**src/rtl/ddr_deser_pkg.sv**
```systemverilog
package ddr_deser_pkg;

  localparam int DEF_SAMPLE_W = 12;
  localparam int DEF_ALIGN_PAD = 1;

  typedef enum logic {
    CODE_OFFSET = 1'b0,
    CODE_TWOS   = 1'b1
  } code_mode_e;

endpackage

```
**src/rtl/deser_shift_chain.sv**
```systemverilog
module deser_shift_chain #(
  parameter int SAMPLE_W  = 12,
  parameter int ALIGN_PAD = 1
) (
  input  logic                clk,
  input  logic                rst_n,
  input  logic [1:0]          din_pair,
  output logic [SAMPLE_W-1:0] word
);

  localparam int CHAIN_W = SAMPLE_W + 2 * ALIGN_PAD;

  logic [CHAIN_W-1:0] chain_q;
  logic [CHAIN_W-1:0] chain_d;

  // newest pair enters at the top; oldest pair drifts toward bit 0
  always_comb begin
    chain_d = {din_pair, chain_q[CHAIN_W-1:2]};
  end

  always_ff @(posedge clk or negedge rst_n) begin
    if (!rst_n) begin
      chain_q <= '0;
    end else begin
      chain_q <= chain_d;
    end
  end

  assign word = chain_q[SAMPLE_W-1:0];

endmodule

```
**src/rtl/deser_frame_detect.sv**
```systemverilog
module deser_frame_detect #(
  parameter int SAMPLE_W  = 12,
  parameter int ALIGN_PAD = 1
) (
  input  logic       clk,
  input  logic       rst_n,
  input  logic [1:0] frame_pair,
  output logic       load,
  output logic       frame_err
);

  localparam int FRAME_CYC = SAMPLE_W / 2;
  localparam int CNT_W     = $clog2(2 * FRAME_CYC + 2);
  localparam logic [CNT_W-1:0] CNT_MAX  = {CNT_W{1'b1}};
  localparam logic [CNT_W-1:0] CNT_GOOD = CNT_W'(FRAME_CYC - 1);

  // frame level delay line: tap ALIGN_PAD is "now", tap ALIGN_PAD+1 is "before"
  logic [ALIGN_PAD:0]   fdl_q, fdl_d;
  logic [ALIGN_PAD+1:0] ftap;
  logic                 lvl_now, lvl_before, rise;
  logic                 half_edge;

  logic [CNT_W-1:0] gap_q, gap_d;
  logic             seen_q, seen_d;
  logic             pend_q, pend_d;
  logic             gap_en;
  logic             spacing_bad;

  assign ftap       = {fdl_q, frame_pair[0]};
  assign lvl_now    = ftap[ALIGN_PAD];
  assign lvl_before = ftap[ALIGN_PAD+1];
  assign rise       = lvl_now & ~lvl_before;
  assign half_edge  = frame_pair[1] & ~frame_pair[0];

  always_comb begin
    fdl_d       = ftap[ALIGN_PAD:0];
    gap_en      = rise | (gap_q != CNT_MAX);
    gap_d       = rise ? '0 : gap_q + 1'b1;
    seen_d      = seen_q | rise;
    pend_d      = half_edge | (pend_q & ~rise);
    spacing_bad = seen_q & (gap_q != CNT_GOOD);
  end

  always_ff @(posedge clk or negedge rst_n) begin
    if (!rst_n) begin
      fdl_q  <= '0;
      gap_q  <= '0;
      seen_q <= 1'b0;
      pend_q <= 1'b0;
    end else begin
      fdl_q  <= fdl_d;
      if (gap_en) begin
        gap_q <= gap_d;
      end
      seen_q <= seen_d;
      pend_q <= pend_d;
    end
  end

  assign load      = rise;
  assign frame_err = rise & (pend_q | spacing_bad);

  AST_LOAD_SPACED: assert property (@(posedge clk) disable iff (!rst_n)
    load |=> !load);

  AST_ERR_ON_LOAD: assert property (@(posedge clk) disable iff (!rst_n)
    frame_err |-> load);

endmodule

```
**src/rtl/deser_out_reg.sv**
```systemverilog
module deser_out_reg
  import ddr_deser_pkg::*;
#(
  parameter int SAMPLE_W = 12
) (
  input  logic                clk,
  input  logic                rst_n,
  input  logic                load,
  input  logic                frame_err,
  input  logic [SAMPLE_W-1:0] word,
  input  code_mode_e          mode,
  output logic [SAMPLE_W-1:0] sample,
  output logic                sample_valid,
  output logic                align_err
);

  localparam int MSB = SAMPLE_W - 1;

  logic [SAMPLE_W-1:0] sample_q, sample_d;
  logic                valid_q, valid_d;
  logic                err_q, err_d;

  always_comb begin
    sample_d = {word[MSB] ^ (mode == CODE_TWOS), word[MSB-1:0]};
    valid_d  = load;
    err_d    = frame_err;
  end

  always_ff @(posedge clk or negedge rst_n) begin
    if (!rst_n) begin
      sample_q <= '0;
      valid_q  <= 1'b0;
      err_q    <= 1'b0;
    end else begin
      if (load) begin
        sample_q <= sample_d;
      end
      valid_q <= valid_d;
      err_q   <= err_d;
    end
  end

  assign sample       = sample_q;
  assign sample_valid = valid_q;
  assign align_err    = err_q;

  AST_HOLD_IDLE: assert property (@(posedge clk) disable iff (!rst_n)
    !sample_valid |-> $stable(sample));

  AST_ERR_NEEDS_VALID: assert property (@(posedge clk) disable iff (!rst_n)
    align_err |-> sample_valid);

endmodule

```
**src/rtl/ddr_adc_deser.sv**
```systemverilog
module ddr_adc_deser
  import ddr_deser_pkg::*;
#(
  parameter int SAMPLE_W  = DEF_SAMPLE_W,
  parameter int ALIGN_PAD = DEF_ALIGN_PAD
) (
  input  logic                clk,
  input  logic                rst_n,
  input  logic                twos_mode,
  input  logic [1:0]          din_pair,
  input  logic [1:0]          frame_pair,
  output logic [SAMPLE_W-1:0] sample,
  output logic                sample_valid,
  output logic                align_err
);

  logic [SAMPLE_W-1:0] word;
  logic                load;
  logic                frame_err;

  deser_shift_chain #(
    .SAMPLE_W (SAMPLE_W),
    .ALIGN_PAD(ALIGN_PAD)
  ) u_chain (
    .clk     (clk),
    .rst_n   (rst_n),
    .din_pair(din_pair),
    .word    (word)
  );

  deser_frame_detect #(
    .SAMPLE_W (SAMPLE_W),
    .ALIGN_PAD(ALIGN_PAD)
  ) u_frame (
    .clk       (clk),
    .rst_n     (rst_n),
    .frame_pair(frame_pair),
    .load      (load),
    .frame_err (frame_err)
  );

  deser_out_reg #(
    .SAMPLE_W(SAMPLE_W)
  ) u_out (
    .clk         (clk),
    .rst_n       (rst_n),
    .load        (load),
    .frame_err   (frame_err),
    .word        (word),
    .mode        (code_mode_e'(twos_mode)),
    .sample      (sample),
    .sample_valid(sample_valid),
    .align_err   (align_err)
  );

  AST_VALID_FOLLOWS_LOAD: assert property (@(posedge clk) disable iff (!rst_n)
    load |=> sample_valid);

  AST_VALID_PULSE: assert property (@(posedge clk) disable iff (!rst_n)
    sample_valid |=> !sample_valid);

endmodule

```
**config.mk**
```make
export PLATFORM = sky130hd
export DESIGN_NAME = ddr_adc_deser
export DESIGN_NICKNAME = d
export VERILOG_FILES = /design/src/rtl/ddr_deser_pkg.sv /design/src/rtl/deser_shift_chain.sv /design/src/rtl/deser_frame_detect.sv /design/src/rtl/deser_out_reg.sv /design/src/rtl/ddr_adc_deser.sv
export SDC_FILE = /design/constraint.sdc
export NUM_CORES = 1
export LEC_CHECK = 0
export BUFFER_PORTS_ARGS = -buffer_cell sky130_fd_sc_hd__buf_2
export CAP_MARGIN = 20
export CORE_MARGIN = 2
export CORE_UTILIZATION = 53
export DETAILED_ROUTE_END_ITERATION = 7
export PLACE_DENSITY_LB_ADDON = 0.2
export SLEW_MARGIN = 5
export SYNTH_ARGS = -nofsm -noshare
export SYNTH_HDL_FRONTEND = slang
export SYNTH_SLANG_ARGS = --single-unit
```
**constraint.sdc**
```tcl
create_clock -name clk -period 1.3 [get_ports clk]
set_clock_uncertainty 0.1 [all_clocks]
set_input_delay 0.13 -clock clk [delete_from_list [all_inputs] [get_ports clk]]
set_output_delay 0.13 -clock clk [all_outputs]
set_load 0.005 [all_outputs]
```
==> results of run 1 <==
-- where the power goes --
group	leakage, nW	switching (mW)	total, mW	internal (mW)
Sequential	0.421	0.130	1.39	1.26
Combinational	0.262	0.148	0.372	0.223
Clock	0.0281	0.341	0.540	0.199
Total	0.712	0.619	2.30	1.68
-- routing by layer --
metal / wire length (um) / track usage / share of wire / vias to the layer above
met4: 27 / 0.103 / 0.014 / 0
met5: 0 / 0 / 0 / -
met1: 803 / 0.196 / 0.43 / 335
li1: - / - / - / 322
met2: 931 / 0.260 / 0.49 / 22
met3: 121 / 0.0857 / 0.064 / 5
-- metrics by stage --
stage,instance area (um2),total power [mW]
floorplan,1260,1.62
global placement,1390,1.74
detailed placement,1390,1.76
CTS,1490,2.31
global route,1500,2.44
finish,1500,2.30
-- path summary, 6_finish.rpt --
| check | from | endpoint | slack [ns] | cells after the start |
|---|---|---|---|---|
| setup / recovery | u_frame.fdl_q[1]$_DFF_PN0_ | u_out.sample[6]$_DFFE_PN0P_ | 0.05 | 3 |
| hold / removal | twos_mode | u_out.sample[11]$_DFFE_PN0P_ | 0.06 | 3 |
| setup reg to reg | u_frame.fdl_q[1]$_DFF_PN0_ | u_out.sample[6]$_DFFE_PN0P_ | 0.05 | 3 |
| hold reg to reg | u_chain.chain_q[13]$_DFF_PN0_ | u_chain.chain_q[11]$_DFF_PN0_ | 0.26 | 0 |
| max in group asynchronous | rst_n | u_frame.gap_q[0]$_DFFE_PN0P_ | 0.48 | 3 |
| min in group asynchronous | rst_n | u_out.sample[1]$_DFFE_PN0P_ | 0.13 | 2 |
-- cell type report --
cell class              instances  share of cell area
clock inverters                 1             0.00334
multi-input cells              34               0.216
inverters                       3              0.0109
flip-flops and latches         36               0.604
clock buffers                   6              0.0276
well taps                      28              0.0234
repair buffers                 28               0.115
-- placed cells by master, fill, tap and decap left out, types with 2 or more instances in the layout --
| cell type | netlist | routed |
|---|---|---|
| dfrtp_1 | 36 | 34 |
| buf_2 | 1 | 20 |
| mux2_2 | 7 | 7 |
| mux2_4 | 5 | 5 |
| clkbuf_4 | 0 | 5 |
| dlygate4sd3_1 | 0 | 5 |
| buf_4 | 0 | 3 |
| nor2_1 | 2 | 2 |
| nor3_1 | 2 | 2 |
| nand4_1 | 2 | 2 |
| a31o_2 | 2 | 2 |
| a21oi_1 | 2 | 2 |
| dfrtp_2 | 0 | 2 |
-- worst register-to-register path: cells and delay by family, from the launching register on --
family                 cells  cell delay, ns
multiplexers               1            0.36
flip-flops                 1            0.37
AND/OR/NAND/NOR            1            0.16
buffers and inverters      1            0.15
-- cells by family (layout without fill, tap and decap cells) --
| group | Yosys count | count (layout) |
|---|---|---|
| AOI/OAI and AO/OA | 7 | 7 |
| and+or+nand+nor | 12 | 12 |
| xor gates and xnor gates | 1 | 1 |
| muxes | 12 | 12 |
| buffers and inverters | 5 | 38 |
| DFF | 36 | 36 |
| adders and majority gates | 2 | 2 |
-- flip-flops by register name, indices dropped and copies added, names as in the netlist --
signal and cells:
u_frame.pend_q 1, u_frame.seen_q 1, u_frame.gap_q 4, u_out.sample 12, u_frame.fdl_q 2, u_chain.chain_q 14, u_out.sample_valid 1, u_out.align_err 1
-- timing repair --
item	4_1_cts	5_1_grt
cloned	0	0
setup buffers	0	1
hold endpoints to repair	40	0
hold buffers	5	0
setup endpoints to repair	2	2
resized for setup	1	3
==> impl_metrics.sql, run 1 <==
INSERT INTO impl_metrics (metric_group, metric, value, unit) VALUES
('yosys', 'yosys-mux-area-fraction', '0.122', ''),
('floorplan', 'std_cell_rows', '17', ''),
('yosys', 'synth_top_area_frac', '0.714', ''),
('cells_and_area', 'antenna_cells', '0', ''),
('cells_and_area', 'final_net_count', '117', ''),
('clocking', 'cts.root.buffer_cell', 'clkbuf_4', ''),
('clocking', 'tritoncts_clock_tree', 'yes', ''),
('yosys', 'post_synth_fa_ha_maj_area_fraction', '0.0198', ''),
('detailed_routing', 'ant_nets', '0', ''),
('detailed_routing', 'drc', '0', ''),
('timing', 'min_period', '1.25', 'ns'),
('pwr', 'p_leak', '0.712', 'nW'),
('cells_and_area', 'final_layout_size_suffix_gt1_frac', '0.454', ''),
('run', 'timing.max_cap.violations', '0', ''),
('critical_path', 'timing.critical_path.fanout_max', '17', ''),
('floorplan', 'floorplan.die_area', '2790', 'um2'),
('place', 'numPlacedInstances', '123', ''),
('critical_path', 'kind_of_capture_point_of_the_worst_setup_path', 'register', ''),
('floorplan', 'die_height', '52.8', 'um'),
('timing', 'worst-slew-pin-transition', '0.376', 'ns'),
('yosys', 'combinational_family_with_the_most_area_after_synthesis', 'multiplexers', ''),
('place', 'place_ws', '-0.00502', 'ns'),
('cells_and_area', 'layout.area.seq', '903', 'um2'),
('cells_and_area', 'fillerInstances', '166', ''),
('yosys', 'most_instantiated_cells_after_synthesis', '36 x dfrtp_1, 7 x mux2_2, 5 x mux2_4', ''),
('critical_path', 'timing.setup.critical_path_class', 'register to register', ''),
('clocking', 'clkSinkCount', '36', ''),
('grt', 'antenna_violations_before_repair', '0', ''),
('yosys', 'post_synth.cell_area_avg', '16.8', 'um2'),
('detailed_routing', 'num_vias', '684', ''),
('floorplan', 'floorplan.die.width', '52.8', 'um'),
('detailed_routing', 'detail_route.wl_per_cell', '13.8', 'um'),
('critical_path', 'timing.critical_path.slowest_stage_cell', 'dfrtp_1', ''),
('timing', 'layout_worst_path_cycle_share', '0.958', ''),
('pwr', 'worst_ir_drop_vdd', '0.987', 'mV'),
('detailed_routing', 'finalWirelength', '1.88', 'mm'),
('yosys', 'asyncSetResetFlopFracSynth', '1.00', ''),
('critical_path', 'cp_peak_stage_delay', '0.37', 'ns'),
('pwr', 'power.density', '1540', 'nW/um2'),
('clocking', 'clock_latency', '0.34', 'ns'),
('yosys', 'postSynthNetCount', '84', ''),
('timing', 'timing.final.ws_setup', '0.0548', 'ns'),
('critical_path', 'kind_of_start_point_of_the_critical_path', 'register', ''),
('yosys', 'synthXorXnorAreaFrac', '0.00694', ''),
('yosys', 'simple_gate_area_share_of_the_yosys_netlist', '0.0654', ''),
('yosys', 'post_synth_instance_area', '1260', 'um2'),
('yosys', 'synth_sequential_area_ratio', '0.714', ''),
('place', 'gpl.final_weighted_congestion', '0.646', ''),
('cells_and_area', 'syn2layout_area_growth', '18.5', '%'),
('cells_and_area', 'postLayoutCoreUtil', '0.670', ''),
('critical_path', 'critical_path_arrival', '1.38', 'ns'),
('status', 'result_of_the_run', 'finished, final reports clean', ''),
('floorplan', 'design.portCount', '21', ''),
('detailed_routing', 'detailedRoute.firstPassIterationCount', '4', ''),
('critical_path', 'critical_path.cell_chain', 'nand2b_4 > inv_6 > mux2_2', ''),
('yosys', 'synth_top_cell_by_area', 'dfrtp_1', ''),
('critical_path', 'family_with_the_most_delay_on_the_worst_path', 'flip-flops', ''),
('detailed_routing', 'drt_first_iter_violations', '5', ''),
('grt', 'overflow', '0', ''),
('timing', 'setup-tns-final', '0', 'ns'),
('place', 'portBuffers', '20', ''),
('yosys', 'ffs_latches_synth', '36', ''),
('yosys', 'netlist_top_cells_area', 'dfrtp_1 71%, mux2_2 6.2%, mux2_4 5.9%', ''),
('timing', 'fmax', '803', 'MHz'),
('timing', 'slew_hr', '0.750', ''),
('clocking', 'h-tree-depth', '2', ''),
('cells_and_area', 'finish.cell_count_without_fillers', '136', ''),
('floorplan', 'floorplan.core_area', '2230', 'um2'),
('timing', 'drv_slew', '0', ''),
('clocking', 'clock_path_buffers', '2', ''),
('yosys', 'synth_compound_gate_area_share', '0.0396', '');
No activity file was read; power rests on OpenSTA's default activity.
==> inputs of run 2 (changes only) <==
BUFFER_PORTS_ARGS = default   (was -buffer_cell sky130_fd_sc_hd__buf_2)
CORE_UTILIZATION = 59   (was 53)
DONT_BUFFER_PORTS = 1   (was default)
GPL_ROUTABILITY_DRIVEN = 0   (was default)
==> run 2 against run 1 <==
  * Non-clock buffer count decreased by 22
  * Critical path depth increased by 1
  * Clock power increased by 40%
  * Die area decreased by 9.4%
  * Sequential share of layout area increased by 2.6 points
  * Via count decreased by 9.5%
  * Total power increased by 6.3%
  * Fmax increased by 0.12%
  * Register-to-register slack about the same
  * Count of clock-buffer cells in the layout decreased by 1
  * Cell count decreased by 16%
  * Critical endpoint is now u_frame.gap_q[1]$_DFFE_PN0P_
  * Largest cell class unchanged
  * Largest power group unchanged
==> impl_metrics.sql, run 2 (synthesized netlist as in run 1, its figures left out) <==
INSERT INTO impl_metrics (metric_group, metric, value, unit) VALUES
('detailed_routing', 'ant_nets', '0', ''),
('critical_path', 'kind_of_start_point_of_the_critical_path', 'register', ''),
('critical_path', 'timing.setup.critical_path_class', 'register to register', ''),
('place', 'placedInstanceArea', '1270', 'um2'),
('grt', 'grt_first_pass_wirelength', '3.08', 'mm'),
('detailed_routing', 'drc', '0', ''),
('clocking', 'clk_pin_slew_worst_paths', '0.11', 'ns'),
('detailed_routing', 'num_vias', '619', ''),
('timing', 'setup_violations', '0', ''),
('detailed_routing', 'detail_route.wl_per_cell', '15.7', 'um'),
('pwr', 'power_frac_clock', '0.308', ''),
('detailed_routing', 'finalWirelength', '1.79', 'mm'),
('place', 'portBuffers', '0', ''),
('place', 'detailed_place_hpwl', '1.12', 'mm'),
('timing', 'timing.final.hold_violations', '0', ''),
('detailed_routing', 'drt_first_iter_violations', '5', ''),
('pwr', 'total_switching_power', '614', 'uW'),
('pwr', 'power.total', '2.45', 'mW'),
('grt', 'overflow', '0', ''),
('cells_and_area', 'largest_register', 'u_chain.chain_q', ''),
('grt', 'grt_max_degree', '37', ''),
('pwr', 'seq_power_share', '0.573', ''),
('cells_and_area', 'fin_area', '1430', 'um2'),
('pwr', 'worst_ir_drop_vdd', '1.57', 'mV'),
('critical_path', 'timing.critical_path.fanout_max', '5', ''),
('cells_and_area', 'antenna_cells', '0', ''),
('floorplan', 'die_height', '50.3', 'um'),
('timing', 'fmax', '804', 'MHz'),
('timing', 'rsz_0062_raised_after_global_routing', 'true', ''),
('clocking', 'cts.root.buffer_cell', 'clkbuf_4', ''),
('pwr', 'power.density', '1710', 'nW/um2'),
('pwr', 'internal-power', '1.83', 'mW'),
('detailed_routing', 'detailedRoute.firstPassIterationCount', '2', ''),
('grt', 'antenna_violations_before_repair', '0', ''),
('pwr', 'combinational_power_share', '0.119', ''),
('cells_and_area', 'most-common-layout-cells', '36 x dfrtp_1, 7 x mux2_2, 5 x mux2_4, 5 x clkbuf_4, 5 x dlygate4sd3_1', ''),
('cells_and_area', 'final_layout_size_suffix_gt1_frac', '0.310', ''),
('status', 'result_of_the_run', 'finished, final reports clean', ''),
('floorplan', 'floorplan.core_area', '1980', 'um2'),
('clocking', 'clock_path_buffers', '2', ''),
('cells_and_area', 'syn2layout_area_growth', '13.3', '%'),
('run', 'timing.max_cap.violations', '0', ''),
('timing', 'drv_slew', '0', ''),
('grt', 'grt.total_usage', '0.174', ''),
('pwr', 'p_leak', '0.644', 'nW'),
('cells_and_area', 'number_of_flip_flops_under_the_largest_register_name', '14', ''),
('pwr', 'netSwitchingFraction', '0.251', ''),
('floorplan', 'design.portCount', '21', ''),
('timing', 'layout_worst_path_cycle_share', '0.957', ''),
('timing', 'timing.final.ws_setup', '0.0563', 'ns'),
('floorplan', 'floorplan.die_area', '2530', 'um2'),
('floorplan', 'std_cell_rows', '16', ''),
('critical_path', 'critical_path_required', '1.46', 'ns'),
('timing', 'min_period', '1.24', 'ns'),
('place', 'place_ws', '0.0178', 'ns'),
('clocking', 'clkSinkCount', '36', ''),
('cells_and_area', 'fillerInstances', '117', ''),
('timing', 'worst-slew-pin-transition', '0.285', 'ns'),
('timing', 'setup-tns-final', '0', 'ns'),
('critical_path', 'kind_of_capture_point_of_the_worst_setup_path', 'register', ''),
('detailed_routing', 'route.detailed.vias_per_inst', '5.43', ''),
('clocking', 'cts_made_buffers', '5', ''),
('floorplan', 'floorplan.die.width', '50.3', 'um'),
('grt', 'first_global_vias', '669', ''),
('hold_path', 'min_path_type', 'primary input to register', ''),
('critical_path', 'critical_path_arrival', '1.40', 'ns'),
('floorplan', 'initial_core_util', '0.637', ''),
('cells_and_area', 'most_common_cell_after_layout_fill_and_taps_aside', 'dfrtp_1', ''),
('timing', 'slew_hr', '0.807', ''),
('clocking', 'h-tree-depth', '2', ''),
('clocking', 'tritoncts_clock_tree', 'yes', ''),
('cells_and_area', 'final_net_count', '95', ''),
('clocking', 'clock_latency', '0.32', 'ns');
-- run 2: worst paths after layout --
| kind | startpoint | to | slack (ns) | cells after the start |
|---|---|---|---|---|
| setup / recovery | u_frame.gap_q[1]$_DFFE_PN0P_ | u_frame.gap_q[1]$_DFFE_PN0P_ | 0.06 | 4 |
| hold reg to reg | u_chain.chain_q[6]$_DFF_PN0_ | u_chain.chain_q[4]$_DFF_PN0_ | 0.26 | 0 |
| min in group asynchronous | rst_n | u_chain.chain_q[1]$_DFF_PN0_ | 0.13 | 2 |
| max in group asynchronous | rst_n | u_out.sample[8]$_DFFE_PN0P_ | 0.78 | 2 |
| hold / removal | twos_mode | u_out.sample[11]$_DFFE_PN0P_ | 0.06 | 2 |
| setup reg to reg | u_frame.gap_q[1]$_DFFE_PN0P_ | u_frame.gap_q[1]$_DFFE_PN0P_ | 0.06 | 4 |
-- run 2: repair_timing --
action | 4_1_cts | 5_1_grt
hold endpoints to repair | 40 | 0
pin swaps | 0 | 2
hold buffers | 6 | 0
gates resized for setup | 1 | 2
setup buffers | 0 | 0
endpoints found under the setup margin | 1 | 3
-- run 2: routing by layer --
metal,up-vias,global-route usage,wire [um]
li1,282,-,-
met1,315,0.202,713
met2,18,0.276,939
met3,4,0.0744,104
met4,0,0.0833,31
met5,-,0,0
-- run 2: metrics by stage --
| step | utilization | cells | hold slack, ns |
|---|---|---|---|
| after detailed placement | 0.641 | 100 | -0.265 |
| after CTS | 0.718 | 114 | 0.0461 |
| after floorplan | - | 75 | -0.266 |
| after global placement | 0.641 | 100 | -0.265 |
| after global routing | 0.722 | 114 | 0.0442 |
| final | 0.722 | 114 | 0.0562 |
-- run 2: cell type report --
cell class / count / area (um2) / area share
timing repair buffer: 6 / 70.1 / 0.0490
clock inverter: 3 / 42.5 / 0.0297
inverter: 3 / 18.8 / 0.0131
clock buffer: 5 / 37.5 / 0.0262
multi-input combinational: 34 / 327 / 0.228
sequential: 36 / 901 / 0.630
tap: 27 / 33.8 / 0.0236
-- run 2: critical path: stages, from the launching register on --
cell and delay (ns):
dfrtp_1 0.42, inv_1 0.06, ha_1 0.28, a31o_2 0.22, a21oi_2 0.10
-- run 2: power by group through the flow --
stage | clock (mW) | sequential, mW | combinational [mW]
after floorplan | 0 | 1.36 | 0.257
after global placement | 0 | 1.42 | 0.233
after detailed placement | 0 | 1.42 | 0.245
after CTS | 0.773 | 1.40 | 0.288
after global routing | 0.827 | 1.43 | 0.330
final | 0.754 | 1.40 | 0.291
==> inputs of run 3 (changes only) <==
REMOVE_ABC_BUFFERS = 1   (was default)
==> run 3 against run 2 <==
  * Combinational power rose by 3%
  * Non-clock buffer count rose by 1
  * Sequential power barely moved
  * Hold slack improved by 0.080 ns
  * Cell area fell by 0.26%
  * Global-route usage fell by 0.054 points
  * Wire length fell by 1.0%
  * Cell count did not move
  * Fmax fell by 0.98%
  * Flip-flop and latch count did not move
  * Core utilization fell by 0.19 points
  * Via count rose by 0.65%
  * Highest routed layer unchanged
==> impl_metrics.sql, run 3 (synthesized netlist as in run 1, its figures left out) <==
INSERT INTO impl_metrics (metric_group, metric, value, unit) VALUES
('cells_and_area', 'most_common_cell_after_layout_fill_and_taps_aside', 'dfrtp_1', ''),
('hold_path', 'min_path_type', 'primary input to async pin', ''),
('clocking', 'cts.root.buffer_cell', 'clkbuf_4', ''),
('floorplan', 'die_height', '50.3', 'um'),
('timing', 'timing.final.hold_violations', '0', ''),
('grt', 'overflow', '0', ''),
('critical_path', 'r2r-start', 'u_frame.fdl_q[1]$_DFF_PN0_', ''),
('pwr', 'power_frac_clock', '0.277', ''),
('place', 'portBuffers', '0', ''),
('status', 'result_of_the_run', 'finished, final reports clean', ''),
('detailed_routing', 'finalWirelength', '1.77', 'mm'),
('cells_and_area', 'postLayoutCoreUtil', '0.720', ''),
('grt', 'grt_first_pass_wirelength', '2.97', 'mm'),
('pwr', 'power.density', '1650', 'nW/um2'),
('floorplan', 'floorplan.die.width', '50.3', 'um'),
('pwr', 'p_leak', '0.643', 'nW'),
('clocking', 'clkSinkCount', '36', ''),
('clocking', 'clk_pin_slew_worst_paths', '0.11', 'ns'),
('cells_and_area', 'antenna_cells', '0', ''),
('pwr', 'combinational_power_share', '0.127', ''),
('detailed_routing', 'detailedRoute.firstPassIterationCount', '4', ''),
('critical_path', 'number_of_cells_on_the_worst_reg_to_reg_path', '3', ''),
('clocking', 'clock_latency', '0.33', 'ns'),
('pwr', 'internal-power', '1.74', 'mW'),
('grt', 'grt.total_usage', '0.173', ''),
('clocking', 'tritoncts_clock_tree', 'yes', ''),
('timing', 'rsz_0062_raised_after_global_routing', 'true', ''),
('clocking', 'clock_path_buffers', '2', ''),
('grt', 'grt_max_degree', '37', ''),
('timing', 'slew_hr', '0.830', ''),
('grt', 'first_global_vias', '593', ''),
('critical_path', 'critical_path.reg2reg.endpoint', 'u_out.sample[10]$_DFFE_PN0P_', ''),
('clocking', 'postCtsSetupRepairBufs', '0', ''),
('floorplan', 'design.portCount', '21', ''),
('detailed_routing', 'drt_first_iter_violations', '4', ''),
('timing', 'min_period', '1.26', 'ns'),
('cells_and_area', 'final_layout_size_suffix_gt1_frac', '0.310', ''),
('clocking', 'h-tree-depth', '2', ''),
('detailed_routing', 'detail_route.wl_per_cell', '15.5', 'um'),
('detailed_routing', 'num_vias', '623', ''),
('floorplan', 'floorplan.core_area', '1980', 'um2'),
('critical_path', 'timing.setup.critical_path_class', 'register to register', ''),
('detailed_routing', 'drc', '0', ''),
('critical_path', 'worst_setup_path_startpoint', 'u_frame.fdl_q[1]$_DFF_PN0_', ''),
('pwr', 'seq_power_share', '0.597', ''),
('detailed_routing', 'ant_nets', '0', ''),
('timing', 'setup_violations', '0', ''),
('cells_and_area', 'number_of_flip_flops_under_the_largest_register_name', '14', ''),
('grt', 'antenna_violations_before_repair', '0', ''),
('critical_path', 'timing.critical_path.fanout_max', '17', ''),
('pwr', 'worst_ir_drop_vdd', '1.13', 'mV'),
('timing', 'drv_slew', '0', ''),
('floorplan', 'initial_core_util', '0.637', ''),
('clocking', 'cts_made_buffers', '5', ''),
('run', 'timing.max_cap.violations', '0', ''),
('cells_and_area', 'fillerInstances', '123', ''),
('critical_path', 'critical_path_arrival', '1.37', 'ns'),
('critical_path', 'reg2reg_setup_slack', '0.04', 'ns'),
('timing', 'worst-slew-pin-transition', '0.252', 'ns'),
('critical_path', 'kind_of_start_point_of_the_critical_path', 'register', ''),
('detailed_routing', 'route.detailed.vias_per_inst', '5.46', ''),
('floorplan', 'std_cell_rows', '16', ''),
('pwr', 'netSwitchingFraction', '0.261', ''),
('cells_and_area', 'most-common-layout-cells', '35 x dfrtp_1, 7 x mux2_2, 6 x dlygate4sd3_1', ''),
('critical_path', 'kind_of_capture_point_of_the_worst_setup_path', 'register', ''),
('cells_and_area', 'largest_register', 'u_chain.chain_q', ''),
('timing', 'fmax', '796', 'MHz'),
('cells_and_area', 'final_net_count', '96', ''),
('critical_path', 'critical_path_required', '1.41', 'ns'),
('place', 'numPlacedInstances', '100', ''),
('cells_and_area', 'finish.cell_count_without_fillers', '114', ''),
('pwr', 'total_switching_power', '615', 'uW'),
('cells_and_area', 'syn2layout_area_growth', '13.0', '%'),
('place', 'detailed_place_hpwl', '1.03', 'mm'),
('timing', 'layout_worst_path_cycle_share', '0.966', ''),
('floorplan', 'floorplan.die_area', '2530', 'um2');
==> run 3: cell types whose count changed in the layout (fill, tap and decap cells not counted) <==
| cell | previous run | this run |
|---|---|---|
| clkinvlp_4 | 1 | 0 |
| dfrtp_1 | 36 | 35 |
| clkinv_2 | 1 | 0 |
| clkbuf_8 | 0 | 2 |
| dlygate4sd3_1 | 5 | 6 |
| dfrtp_2 | 0 | 1 |
| bufinv_16 | 1 | 0 |
==> run 3: per-layer routing <==
layer,wire length (um),track usage,vias to the layer above
met5,0,0,-
met4,27,0.0833,0
met3,101,0.101,5
met2,826,0.230,17
met1,816,0.225,309
li1,-,-,292
==> run 3: timing repair <==
| item | CTS | global route |
|---|---|---|
| endpoints found under the setup margin | 2 | 9 |
| gates resized for setup | 1 | 3 |
| hold buffers | 7 | 0 |
| pin swaps | 0 | 1 |
| hold endpoints to repair | 41 | 0 |
==> run 3: cell type report <==
type	count	area [um2]	area share
Multi-Input combinational cell	34	327	0.229
Timing Repair Buffer	7	80.1	0.0561
Tap cell	27	33.8	0.0237
Sequential cell	36	902	0.632
Inverter	3	18.8	0.0132
Clock buffer	7	65.1	0.0456
==> run 3: metrics by stage <==
stage	setup WS, ns	power (mW)	hold WS (ns)	cell area (um2)	TNS (ns)
after floorplan	0.0883	1.60	-0.266	1240	0
after global routing	-0.0162	2.47	0.142	1430	-0.0162
after global placement	0.0656	1.65	-0.265	1270	0
after detailed placement	0.0173	1.67	-0.265	1270	0
after CTS	0.0236	2.35	0.140	1420	0
final	0.0440	2.36	0.136	1430	0
==> run 3: power groups by stage <==
stage / Combinational (mW) / Sequential [mW] / Clock, mW
2_1_floorplan: 0.216 / 1.38 / 0
3_3_place_gp: 0.233 / 1.41 / 0
3_5_place_dp: 0.242 / 1.43 / 0
4_1_cts: 0.288 / 1.40 / 0.655
5_1_grt: 0.331 / 1.43 / 0.713
6_report: 0.299 / 1.41 / 0.652
==> run 3: worst max-delay path by stage <==
stage          depth (start not counted)                            to
3_5_place_dp                           3  u_frame.gap_q[1]$_DFFE_PN0P_
4_1_cts                                3  u_out.sample[10]$_DFFE_PN0P_
2_1_floorplan                          3  u_frame.gap_q[1]$_DFFE_PN0P_
3_3_place_gp                           3  u_out.sample[10]$_DFFE_PN0P_
5_1_grt                                4  u_frame.gap_q[1]$_DFFE_PN0P_
6_report                               3  u_out.sample[10]$_DFFE_PN0P_
==> run 3: worst max-delay path, cell delays in order (launching register included) <==
cell	delay (ns)
dfrtp_1	0.38
nand2b_4	0.17
inv_8	0.13
mux2_2	0.35
